--- config.mk ---
export PLATFORM = sky130hd
export DESIGN_NAME = pic_cascade_top
export DESIGN_NICKNAME = d
export VERILOG_FILES = /design/src/rtl/pic_pkg.sv /design/src/rtl/pic_prio_enc.sv /design/src/rtl/pic_unit.sv /design/src/rtl/pic_cascade_top.sv
export SDC_FILE = /design/constraint.sdc
export NUM_CORES = 1
export LEC_CHECK = 0
export ABC_AREA = 1
export CORE_ASPECT_RATIO = 2
export CORE_MARGIN = 1
export CORE_UTILIZATION = 35
export CTS_CLUSTER_SIZE = 12
export DETAILED_ROUTE_END_ITERATION = 16
export GPL_ROUTABILITY_DRIVEN = 0
export GPL_TIMING_DRIVEN = 0
export REMOVE_ABC_BUFFERS = 1
export SETUP_SLACK_MARGIN = 0.15
export SYNTH_ARGS = -nofsm -noshare
export SYNTH_HDL_FRONTEND = slang
export SYNTH_HIERARCHICAL = 1
export SYNTH_SLANG_ARGS = --single-unit
--- constraint.sdc ---
create_clock -name clk -period 6.5 [get_ports clk]
set_input_delay 0.65 -clock clk [delete_from_list [all_inputs] [get_ports clk]]
set_output_delay 0.65 -clock clk [all_outputs]
set_load 0.1 [all_outputs]
--- src/rtl/pic_pkg.sv ---
package pic_pkg;
  typedef enum logic [1:0] {ST_BASE, ST_CASC, ST_MODE, ST_RUN} init_st_t;
  localparam logic [2:0] EOI_NONSPEC = 3'b001;
endpackage

--- src/rtl/pic_prio_enc.sv ---
module pic_prio_enc #(
  parameter int N  = 8,
  parameter int IW = $clog2(N)
) (
  input  logic [N-1:0]  bits_i,
  output logic          any_o,
  output logic [IW-1:0] idx_o
);
  always_comb begin
    any_o = 1'b0;
    idx_o = '0;
    for (int i = N - 1; i >= 0; i--) begin
      if (bits_i[i]) begin
        any_o = 1'b1;
        idx_o = IW'(i);
      end
    end
  end
endmodule

--- src/rtl/pic_unit.sv ---
module pic_unit
  import pic_pkg::*;
#(
  parameter int N  = 8,
  parameter int DW = 8,
  parameter int IW = $clog2(N)
) (
  input  logic          clk,
  input  logic          rst,
  input  logic          cmd_wr,
  input  logic          data_wr,
  input  logic [DW-1:0] wdata,
  input  logic [N-1:0]  level_sel,
  input  logic [N-1:0]  req_in,
  input  logic          ack,
  output logic          int_out,
  output logic [IW-1:0] win_idx,
  output logic [DW-1:0] vec_base,
  output logic [N-1:0]  mask_q,
  output logic [N-1:0]  irr_view,
  output logic [N-1:0]  isr_q,
  output logic          read_isr
);
  init_st_t      st;
  logic          need_mode, single;
  logic [N-1:0]  req_prev, edge_lat, pend, clr_top, win_oh;
  logic          pend_any, isr_any, take;
  logic [IW-1:0] isr_idx;
  logic          init_cmd, eoi_cmd, rd_sel_cmd;

  assign irr_view = (edge_lat & ~level_sel) | (req_in & level_sel);
  assign pend     = irr_view & ~mask_q;

  pic_prio_enc #(.N(N), .IW(IW)) u_pend_enc (.bits_i(pend),  .any_o(pend_any), .idx_o(win_idx));
  pic_prio_enc #(.N(N), .IW(IW)) u_isr_enc  (.bits_i(isr_q), .any_o(isr_any),  .idx_o(isr_idx));

  assign int_out    = pend_any && (!isr_any || (win_idx < isr_idx));
  assign take       = ack && int_out;
  assign init_cmd   = cmd_wr && wdata[4];
  assign eoi_cmd    = cmd_wr && !wdata[4] && !wdata[3] && (wdata[7:5] == EOI_NONSPEC);
  assign rd_sel_cmd = cmd_wr && !wdata[4] && wdata[3] && wdata[1];

  always_comb begin
    clr_top = '0;
    if (eoi_cmd && isr_any) clr_top[isr_idx] = 1'b1;
    win_oh = '0;
    win_oh[win_idx] = take;
  end

  always_ff @(posedge clk) req_prev <= req_in;

  always_ff @(posedge clk) begin
    if (rst) begin
      st        <= ST_BASE;
      need_mode <= 1'b1;
      single    <= 1'b0;
      mask_q    <= '1;
      isr_q     <= '0;
      edge_lat  <= '0;
      read_isr  <= 1'b0;
      vec_base  <= '0;
    end else if (init_cmd) begin
      st        <= ST_BASE;
      need_mode <= wdata[0];
      single    <= wdata[1];
      mask_q    <= '1;
      isr_q     <= '0;
      edge_lat  <= '0;
      read_isr  <= 1'b0;
    end else begin
      edge_lat <= (edge_lat | (req_in & ~req_prev)) & ~level_sel & ~win_oh;
      isr_q    <= (isr_q & ~clr_top) | win_oh;
      if (rd_sel_cmd) read_isr <= wdata[0];
      if (data_wr) begin
        case (st)
          ST_BASE: begin
            vec_base <= wdata;
            st <= single ? (need_mode ? ST_MODE : ST_RUN) : ST_CASC;
          end
          ST_CASC: st <= need_mode ? ST_MODE : ST_RUN;
          ST_MODE: st <= ST_RUN;
          default: mask_q <= wdata[N-1:0];
        endcase
      end
    end
  end

  // an accepted acknowledge leaves the winner in service
  p_ack_sets_isr_r7: assert property (@(posedge clk) disable iff (rst)
    (take && !init_cmd) |=> isr_q[$past(win_idx)]);
  // the start byte clears state and rewinds the write pointer
  p_init_clears_r3: assert property (@(posedge clk) disable iff (rst)
    init_cmd |=> (mask_q == '1 && isr_q == '0 && st == ST_BASE));
  // end-of-interrupt retires exactly one in-service bit
  p_eoi_one_bit_r9: assert property (@(posedge clk) disable iff (rst)
    (eoi_cmd && isr_any && !ack && !init_cmd) |=>
      ($countones(isr_q) == $countones($past(isr_q)) - 1));
  // a full mask silences the unit
  p_full_mask_quiet_r4: assert property (@(posedge clk) disable iff (rst)
    (data_wr && st == ST_RUN && wdata[N-1:0] == '1 && !cmd_wr) |=> !int_out);
endmodule

--- src/rtl/pic_cascade_top.sv ---
module pic_cascade_top #(
  parameter int LINES     = 16,
  parameter int DATA_W    = 8,
  parameter int ADDR_W    = 3,
  parameter int CASC_SLOT = 2
) (
  input  logic              clk,
  input  logic              rst,
  input  logic              bus_wr,
  input  logic              bus_rd,
  input  logic [ADDR_W-1:0] bus_addr,
  input  logic [DATA_W-1:0] bus_wdata,
  output logic [DATA_W-1:0] bus_rdata,
  input  logic [LINES-1:0]  irq_in,
  output logic              cpu_irq,
  input  logic              int_ack,
  output logic              vec_valid,
  output logic [DATA_W-1:0] vec_out
);
  localparam int UNIT_N = LINES / 2;
  localparam int IDX_W  = $clog2(UNIT_N);

  logic [UNIT_N-1:0] trig_pri, trig_sec, pri_req, pri_lvl;
  logic [UNIT_N-1:0] pri_mask, pri_irr, pri_isr, sec_mask, sec_irr, sec_isr;
  logic              pri_int, sec_int, pri_rsel, sec_rsel, sec_ack, pri_casc_win;
  logic [IDX_W-1:0]  pri_win, sec_win;
  logic [DATA_W-1:0] pri_base, sec_base;
  logic              unused_cascade_pin;

  assign unused_cascade_pin = irq_in[CASC_SLOT];

  always_comb begin
    pri_req = irq_in[UNIT_N-1:0];
    pri_req[CASC_SLOT] = sec_int;
    pri_lvl = trig_pri;
    pri_lvl[CASC_SLOT] = 1'b1;
  end

  assign pri_casc_win = pri_int && (pri_win == IDX_W'(CASC_SLOT));
  assign sec_ack      = int_ack && pri_casc_win;

  pic_unit #(.N(UNIT_N), .DW(DATA_W), .IW(IDX_W)) u_pri (
    .clk(clk), .rst(rst),
    .cmd_wr(bus_wr && bus_addr == ADDR_W'(0)),
    .data_wr(bus_wr && bus_addr == ADDR_W'(1)),
    .wdata(bus_wdata), .level_sel(pri_lvl), .req_in(pri_req), .ack(int_ack),
    .int_out(pri_int), .win_idx(pri_win), .vec_base(pri_base),
    .mask_q(pri_mask), .irr_view(pri_irr), .isr_q(pri_isr), .read_isr(pri_rsel));

  pic_unit #(.N(UNIT_N), .DW(DATA_W), .IW(IDX_W)) u_sec (
    .clk(clk), .rst(rst),
    .cmd_wr(bus_wr && bus_addr == ADDR_W'(2)),
    .data_wr(bus_wr && bus_addr == ADDR_W'(3)),
    .wdata(bus_wdata), .level_sel(trig_sec), .req_in(irq_in[LINES-1:UNIT_N]), .ack(sec_ack),
    .int_out(sec_int), .win_idx(sec_win), .vec_base(sec_base),
    .mask_q(sec_mask), .irr_view(sec_irr), .isr_q(sec_isr), .read_isr(sec_rsel));

  always_ff @(posedge clk) begin
    if (rst) begin
      trig_pri  <= '0;
      trig_sec  <= '0;
      bus_rdata <= '0;
      cpu_irq   <= 1'b0;
      vec_valid <= 1'b0;
      vec_out   <= '0;
    end else begin
      if (bus_wr && bus_addr == ADDR_W'(4)) trig_pri <= bus_wdata[UNIT_N-1:0];
      if (bus_wr && bus_addr == ADDR_W'(5)) trig_sec <= bus_wdata[UNIT_N-1:0];
      cpu_irq   <= pri_int;
      vec_valid <= int_ack;
      if (int_ack) begin
        if (!pri_int)
          vec_out <= DATA_W'(pri_base + DATA_W'(UNIT_N - 1));
        else if (pri_casc_win)
          vec_out <= DATA_W'(sec_base + DATA_W'(sec_win));
        else
          vec_out <= DATA_W'(pri_base + DATA_W'(pri_win));
      end
      if (bus_rd) begin
        case (bus_addr)
          ADDR_W'(0): bus_rdata <= DATA_W'(pri_rsel ? pri_isr : pri_irr);
          ADDR_W'(1): bus_rdata <= DATA_W'(pri_mask);
          ADDR_W'(2): bus_rdata <= DATA_W'(sec_rsel ? sec_isr : sec_irr);
          ADDR_W'(3): bus_rdata <= DATA_W'(sec_mask);
          ADDR_W'(4): bus_rdata <= DATA_W'(trig_pri);
          ADDR_W'(5): bus_rdata <= DATA_W'(trig_sec);
          default:    bus_rdata <= '0;
        endcase
      end
    end
  end

  // a secondary winner marks both units in service
  p_cascade_both_r7: assert property (@(posedge clk) disable iff (rst)
    (int_ack && pri_casc_win && !bus_wr) |=> (pri_isr[CASC_SLOT] && sec_isr != '0));
  // an acknowledge with nothing qualifying leaves in-service bits alone
  p_spurious_keeps_isr_r11: assert property (@(posedge clk) disable iff (rst)
    (int_ack && !pri_int && !bus_wr) |=> $stable(pri_isr));
endmodule

After elaboration in Yosys (flattened, before gate mapping) --
Cells that the tools add are included.
Storage, ports and cells: register bits after elaboration 124, bits of input ports 32, output and inout port bits 18
Cells by class: add/subtract/negate cells 3, magnitude comparators 10, equal/unequal tests 11, mux-type cells 85, bitwise operators 36, reduce and logical (&&, ||, !) cells 51
Operators with widths (count):
- 8-bit bitwise AND | 16
- 3-bit 2-to-1 mux | 32
- 8-bit NOT | 10
- 8-bit 2-to-1 mux | 6
- 8-bit OR | 6
- 8-bit one-hot mux with 6 select lines | 1
- 1-bit 2-to-1 mux | 38
- 1-bit logical AND | 30
- 8-bit by 3-bit adder with 8-bit output | 2
- 3-bit by 4-bit less-than comparator with 1-bit output, second input constant | 4
- 1-bit demux with 3-bit select | 4
- 3-bit by 1-bit greater-or-equal comparator with 1-bit output, second input constant | 4
- 2-bit one-hot mux with 3 select lines | 2
- 3-bit by 2-bit == test with 1-bit output, second input constant | 3
- 8-bit by 3-bit adder with 8-bit output, second input constant | 1
- 2-bit AND reduction | 4
- 3-bit by 1-bit == test with 1-bit output, second input constant | 2
- 3-bit == test, second input constant | 2
- 3-bit less-than comparator | 2
- 3-bit AND reduction | 2
- 3-bit nonzero test | 2
- 3-bit OR reduction | 2
- 2-bit by 1-bit == test with 1-bit output, second input constant | 2
- 2-bit == test, second input constant | 2
- 7 further kinds | 17

Longest topological paths before layout --
depth after elaboration 35, gate-level depth with buffers 32

Hierarchy --
Netlist, hierarchy kept.
By module, submodules not included:
- pic_unit | instances 2, cells each 275, area each 2082.0 um^2, seq. area each 900.9 um^2
- pic_cascade_top | instances 1, cells each 403, area each 2421.1 um^2, seq. area each 680.7 um^2
- pic_prio_enc | instances 4, cells each 22, area each 98.8 um^2, seq. area each 0.0 um^2

Least setup slack after synthesis --
OpenSTA, ideal clock, no wires.
path kind input to register, start point in irq_in[15], end point reg u_sec.edge_lat[4], data arrival time 4549 ps, required time 6390 ps, slack 1841 ps, stages on the path 27, cell sequence nand2_1 a21oi_1 or2_1 nand3_1 a31oi_1 ha_1 nand2_1 inv_1 nand2_2 nand2_2 a21boi_0 nand2_1 a21oi_1 inv_1 a31oi_1 ha_1 nand2_1 inv_1 nand2_2 nand2_2 a21boi_0 nand3_2 nor2_1 buf_2 nand4_1 nand3_1 inv_1
On the way: cells in the longest elaborated chain, start to end 29, elaborated cells on any way between the ends 46, classes of those cells 4 x order compare; 1 x eq/ne; 24 x mux; 9 x bitwise; 8 x reduce/logical
Ends and longest elaborated chain:
- start: declaration | RTL line pic_cascade_top.sv:14 | input logic [LINES-1:0] irq_in,
- 8-bit bitwise AND | RTL line pic_unit.sv:31 | assign irr_view = (edge_lat & ~level_sel) | (req_in & level_sel);
- 8-bit OR | RTL line pic_unit.sv:31
- 8-bit bitwise AND | RTL line pic_unit.sv:32 | assign pend = irr_view & ~mask_q;
- named net u_sec.pend[7] | RTL line pic_unit.sv:26 | logic [N-1:0] req_prev, edge_lat, pend, clr_top, win_oh;
- 3-bit 2-to-1 mux (8 in a row) | RTL line pic_prio_enc.sv:13 | if (bits_i[i]) begin
- named net sec_win[1] | RTL line pic_cascade_top.sv:26 | logic [IDX_W-1:0] pri_win, sec_win;
- 3-bit less-than comparator | RTL line pic_unit.sv:37 | assign int_out = pend_any && (!isr_any || (win_idx < isr_idx));
- 1-bit logical OR | RTL line pic_unit.sv:37
- [... 1 more ...]
- named net sec_int | RTL line pic_cascade_top.sv:25 | logic pri_int, sec_int, pri_rsel, sec_rsel, sec_ack, pri_casc_win;
- [... 3 more ...]
- named net u_pri.pend[2] | RTL line pic_unit.sv:26
- [... 3 more ...]
- named net pri_win[1] | RTL line pic_cascade_top.sv:26
- [... 3 more ...]
- named net pri_int | RTL line pic_cascade_top.sv:25
- 1-bit logical AND | RTL line pic_cascade_top.sv:39 | assign pri_casc_win = pri_int && (pri_win == IDX_W'(CASC_SLOT));
- 1-bit logical AND | RTL line pic_cascade_top.sv:40 | assign sec_ack = int_ack && pri_casc_win;
- named net sec_ack | RTL line pic_cascade_top.sv:25
- 1-bit logical AND | RTL line pic_unit.sv:38 | assign take = ack && int_out;
- 8-bit bitwise AND (no line)
- 8-bit NOT | RTL line pic_unit.sv:71 | edge_lat <= (edge_lat | (req_in & ~req_prev)) & ~level_sel & ~win_oh;
- 8-bit bitwise AND | RTL line pic_unit.sv:71
- end signal: assignment | RTL line pic_unit.sv:71
- end: declaration | RTL line pic_unit.sv:26
The timed path passes the listed nets, and every way through them passes these cells. A chain may end at the register's enable or synchronous reset.

Worst setup path in the final report --
start point in irq_in[14], end point reg u_sec.edge_lat[5]
On the way: cells in the longest elaborated chain, start to end 28, elaborated cells on any way between the ends 44, classes of those cells 4 x order compare; 1 x eq/ne; 22 x mux; 9 x bitwise; 8 x reduce/logical
Ends and longest elaborated chain (RTL line):
- 8-bit bitwise AND | pic_unit.sv:31
- 8-bit OR | pic_unit.sv:31
- 8-bit bitwise AND | pic_unit.sv:32
- named net u_sec.pend[6] | pic_unit.sv:26
- 3-bit 2-to-1 mux (7 in a row) | pic_prio_enc.sv:13
- named net sec_win[1] | pic_cascade_top.sv:26
- 3-bit less-than comparator | pic_unit.sv:37
- 1-bit logical OR | pic_unit.sv:37
- [... 1 more ...]
- named net sec_int | pic_cascade_top.sv:25
- [... 3 more ...]
- named net u_pri.pend[2] | pic_unit.sv:26
- [... 3 more ...]
- named net pri_win[1] | pic_cascade_top.sv:26
- [... 3 more ...]
- named net pri_int | pic_cascade_top.sv:25
- 1-bit logical AND | pic_cascade_top.sv:39
- 1-bit logical AND | pic_cascade_top.sv:40
- named net sec_ack | pic_cascade_top.sv:25
- 1-bit logical AND | pic_unit.sv:38
- 8-bit bitwise AND (no line)
- 8-bit NOT | pic_unit.sv:71
- 8-bit bitwise AND | pic_unit.sv:71
The timed path passes the listed nets, and every way through them passes these cells.

==> summary.md <==
| Metric | Value |
|---|---|
| Worst Path Arrival | 6210 ps |
| HP Start | trig_pri[2]$_SDFFE_PP0P_ |
| Outcome | finished clean |
| Total GRT Usage | 0.215 |
| CTS Hold Buffers Added | 0 |
| GRT overflow | 0 |
| Pins Over Slew Limit | 0 |
| H-tree levels | 4 |
| Cell depth of the worst flop-to-flop path | 27 |
| Initial DRT Pass Iterations | 5 |
| Cell internal pwr | around 1.5 mW |
| Antenna cells | 0 |
| Largest net degree at the start of global routing | 31 |
| Die area | 20500 um2 |
| Slew of the pin with the lowest slew margin | 983 ps |
| Synth cell types | 43 |
| Met3 usage | 0.0320 |
| Critical Path Sink | u_sec/edge_lat[5]$_SDFF_PP0_ |
| Chip width | 102 um |
| Post-Synthesis Cells | roughly 1000 |
| Hold slack | around 460 ps |
| Clk_skew | just over 9 ps |
| Worst path required time | about 6800 ps |
| R2R Path Start | trig_sec[6]$_SDFFE_PP0P_ |
| GRT met2 Usage | 0.399 |
| Clock Sinks | 124 |
| Final worst path period need | slightly below 6000 ps |
| Max-Slew Margin vs Limit | 0.342 |
| Vias per inst | 5.06 |
| Comb pwr share | 0.107 |
| Area grow syn2layout | 19.2% |
| DPL Wire Length | 16300 um |
| Total power | 2.05 mW |
| Most frequent cells in the layout | nand2_1, inv_1, dfxtp_1 |
| Routed via count | 6877 |
| YS warnings | 6 |
| Setup WS pre-CTS | -761 ps |
| Max-Cap Viols | 0 |
| Psw | approximately 0.52 mW |
| Final WL | 21200 um |
| Vias in the first global route | 6397 |
| Synth Area per Inst | 6.71 um2 |
| CP Class | in -> reg |
| Hold Path Class | reg -> reg |
| Core region area | 19500 um2 |
| Postcts setup bufs | 0 |
| Die height | between 200 and 250 um |
| FF-to-FF setup slack | 800 ps |
| Final #Nets | 1142 |
| F_max | 170 MHz |
| DR iter-0 viols | 292 |
| Final Core Density | 0.428 |
| I/O Pins | 50 |
| Grt peak-use layer | met2 |
| Grt met1 use | 0.223 |
| Sequential fraction of the synthesis area | 0.356 |
| CP max FO | 12 |
| Post-Place Cells | 1329 |
| Port Buffer Count | 48 |
| Worst-skew pair later-pin latency | 430 ps |
| Clock Power Share | 0.500 |
| # DRC | 0 |
| Final Hold Vio Count | 0 |
| Initial antenna violation count | 0 |
| Final setup margin | 603 ps |
| Startpoint Class | primary input |
| Sequential power share | 0.393 |
| Peak supply drop | 135 uV |
| Antenna-violating nets left | 0 |
| Root Driver | clkbuf_16 |
| Clk pin slew, worst setup/hold paths | 60 ps |
| Mapped Area | 6980 um2 |
| RSZ-0062 raised after global routing | no |
| Crit. Startpoint | irq_in[14] |
| WL/cell | 15.6 um |
| Worst setup EP type | register |
| Final setup fails | 0 |
| Global-route wire length before repair | 33200 um |
| Share of cells above drive strength 1 | 0.0846 |
| Initial core utilization | 0.359 |
| Post-CTS Resized | 3 |
| TritonCTS clock tree | yes |
| Most common cell after layout, fill and taps aside | nand2_1 |
| Max clock buf depth | 2 |
| # rows | between 70 and 80 |
| Final worst path period share | 0.907 |
| Cts bufs inserted | 17 |
| R2R Path End | u_sec/edge_lat[5]$_SDFF_PP0_ |
| Switching Fraction | 0.253 |
| Final Non-Filler Cells | 1358 |
| Count of state elements after synthesis | about 120 |
| Leakage power | 3.68 nW |
| PwrDens | 246 nW/um2 |
==> area by class of cell <==
cell class,count,area [um2]
fill,2129,11100
clock buffer,22,484
clock inverter,7,138
timing repair buffer,49,488
multi-input combinational,707,3690
tap,259,324
sequential,124,2480
inverter,190,713
==> flip-flops by register name (all words and copies together) (netlist names), 2 cells and up <==
signal / count
bus_rdata: 8
trig_pri: 8
trig_sec: 8
u_pri/edge_lat: 8
u_pri/isr_q: 8
u_pri/mask_q: 8
u_pri/req_prev: 8
u_pri/st: 2
u_pri/vec_base: 8
u_sec/edge_lat: 8
u_sec/isr_q: 8
u_sec/mask_q: 8
u_sec/req_prev: 8
u_sec/st: 2
u_sec/vec_base: 8
vec_out: 8
==> worst max-delay path, stage by stage <==
cell,delay (ps)
clkdlybuf4s50_1,500
nand2_1,80
a21oi_1,220
or2_1,190
nand3_1,120
a31oi_2,490
ha_1,340
nand2_1,60
inv_1,40
nand2_2,50
nand2_2,60
a21boi_0,510
nand2_1,180
a21oi_1,190
inv_1,90
a31oi_2,510
ha_1,330
nand2_1,60
inv_1,40
nand2_2,50
nand2_2,70
a21boi_1,140
buf_4,220
nand3_2,250
nor2_4,340
nand4_1,240
nand3_1,120
inv_1,40
==> cells in the mapped netlist (all sizes together) <==
| cell | n | area (um2) |
|---|---|---|
| o21ai | 60 | 300 |
| or2 | 19 | 119 |
| nand3 | 78 | 410 |
| a41oi | 1 | 8.76 |
| o221a | 2 | 22.5 |
| nor2 | 65 | 264 |
| a31oi | 5 | 31.3 |
| nor3 | 45 | 278 |
| conb | 1 | 3.75 |
| xor2 | 1 | 8.76 |
| nand2 | 229 | 895 |
| buf | 14 | 93.8 |
| inv | 190 | 713 |
| nand4 | 27 | 194 |
| clkbuf | 8 | 31.3 |
| o21bai | 1 | 7.51 |
| o22ai | 8 | 50.1 |
| nand3b | 1 | 7.51 |
| o31ai | 1 | 7.51 |
| fa | 2 | 40.0 |
| nor4 | 3 | 18.8 |
| o211ai | 11 | 82.6 |
| a211oi | 4 | 30.0 |
| ha | 19 | 238 |
| a21boi | 2 | 15.0 |
| a21oi | 118 | 591 |
| nor3b | 2 | 37.5 |
| dfxtp | 124 | 2480 |
==> power by group through the flow <==
stage               Combinational [mW]  Sequential [mW]  Clock (mW)
floorplan                       0.0883            0.869           0
global placement                 0.216            0.821           0
detailed placement               0.217            0.822           0
CTS                              0.219            0.805        1.04
global route                     0.238            0.809        1.08
finish                           0.219            0.805        1.03
==> worst min path at each step <==
| stage | cells past startpoint | end |
|---|---|---|
| detailed placement | 2 | trig_pri[2]$_SDFFE_PP0P_ |
| global placement | 2 | trig_pri[2]$_SDFFE_PP0P_ |
| floorplan | 2 | trig_pri[2]$_SDFFE_PP0P_ |
| finish | 2 | trig_pri[2]$_SDFFE_PP0P_ |
| CTS | 2 | trig_pri[2]$_SDFFE_PP0P_ |
| global route | 2 | trig_pri[2]$_SDFFE_PP0P_ |
==> through the flow <==
| stage | instance area, um2 | TNS, ps |
|---|---|---|
| after floorplan | 6860 | 0 |
| after global placement | 7670 | -37080 |
| after detailed placement | 7670 | -11720 |
| after CTS | 8310 | 0 |
| after global routing | 8320 | 0 |
| final | 8320 | 0 |
==> cell families after synthesis <==
logic type                 after synthesis  share of synthesized area
and+or+nand+nor                        469                      0.319
AOI/OAI and AO/OA                      213                      0.164
buffers and inverters                  212                      0.120
DFF                                    124                      0.356
adders and majority gates               21                     0.0398
xor gates and xnor gates                 1                    0.00125
other                                    1                   0.000537
==> routing by layer <==
metal / part of all wire / wire [um]
met5: 0 / 0
met4: 0.045 / 964
met3: 0.035 / 735
met2: 0.55 / 11600
met1: 0.37 / 7940
Power figures use the tool's default switching activity.
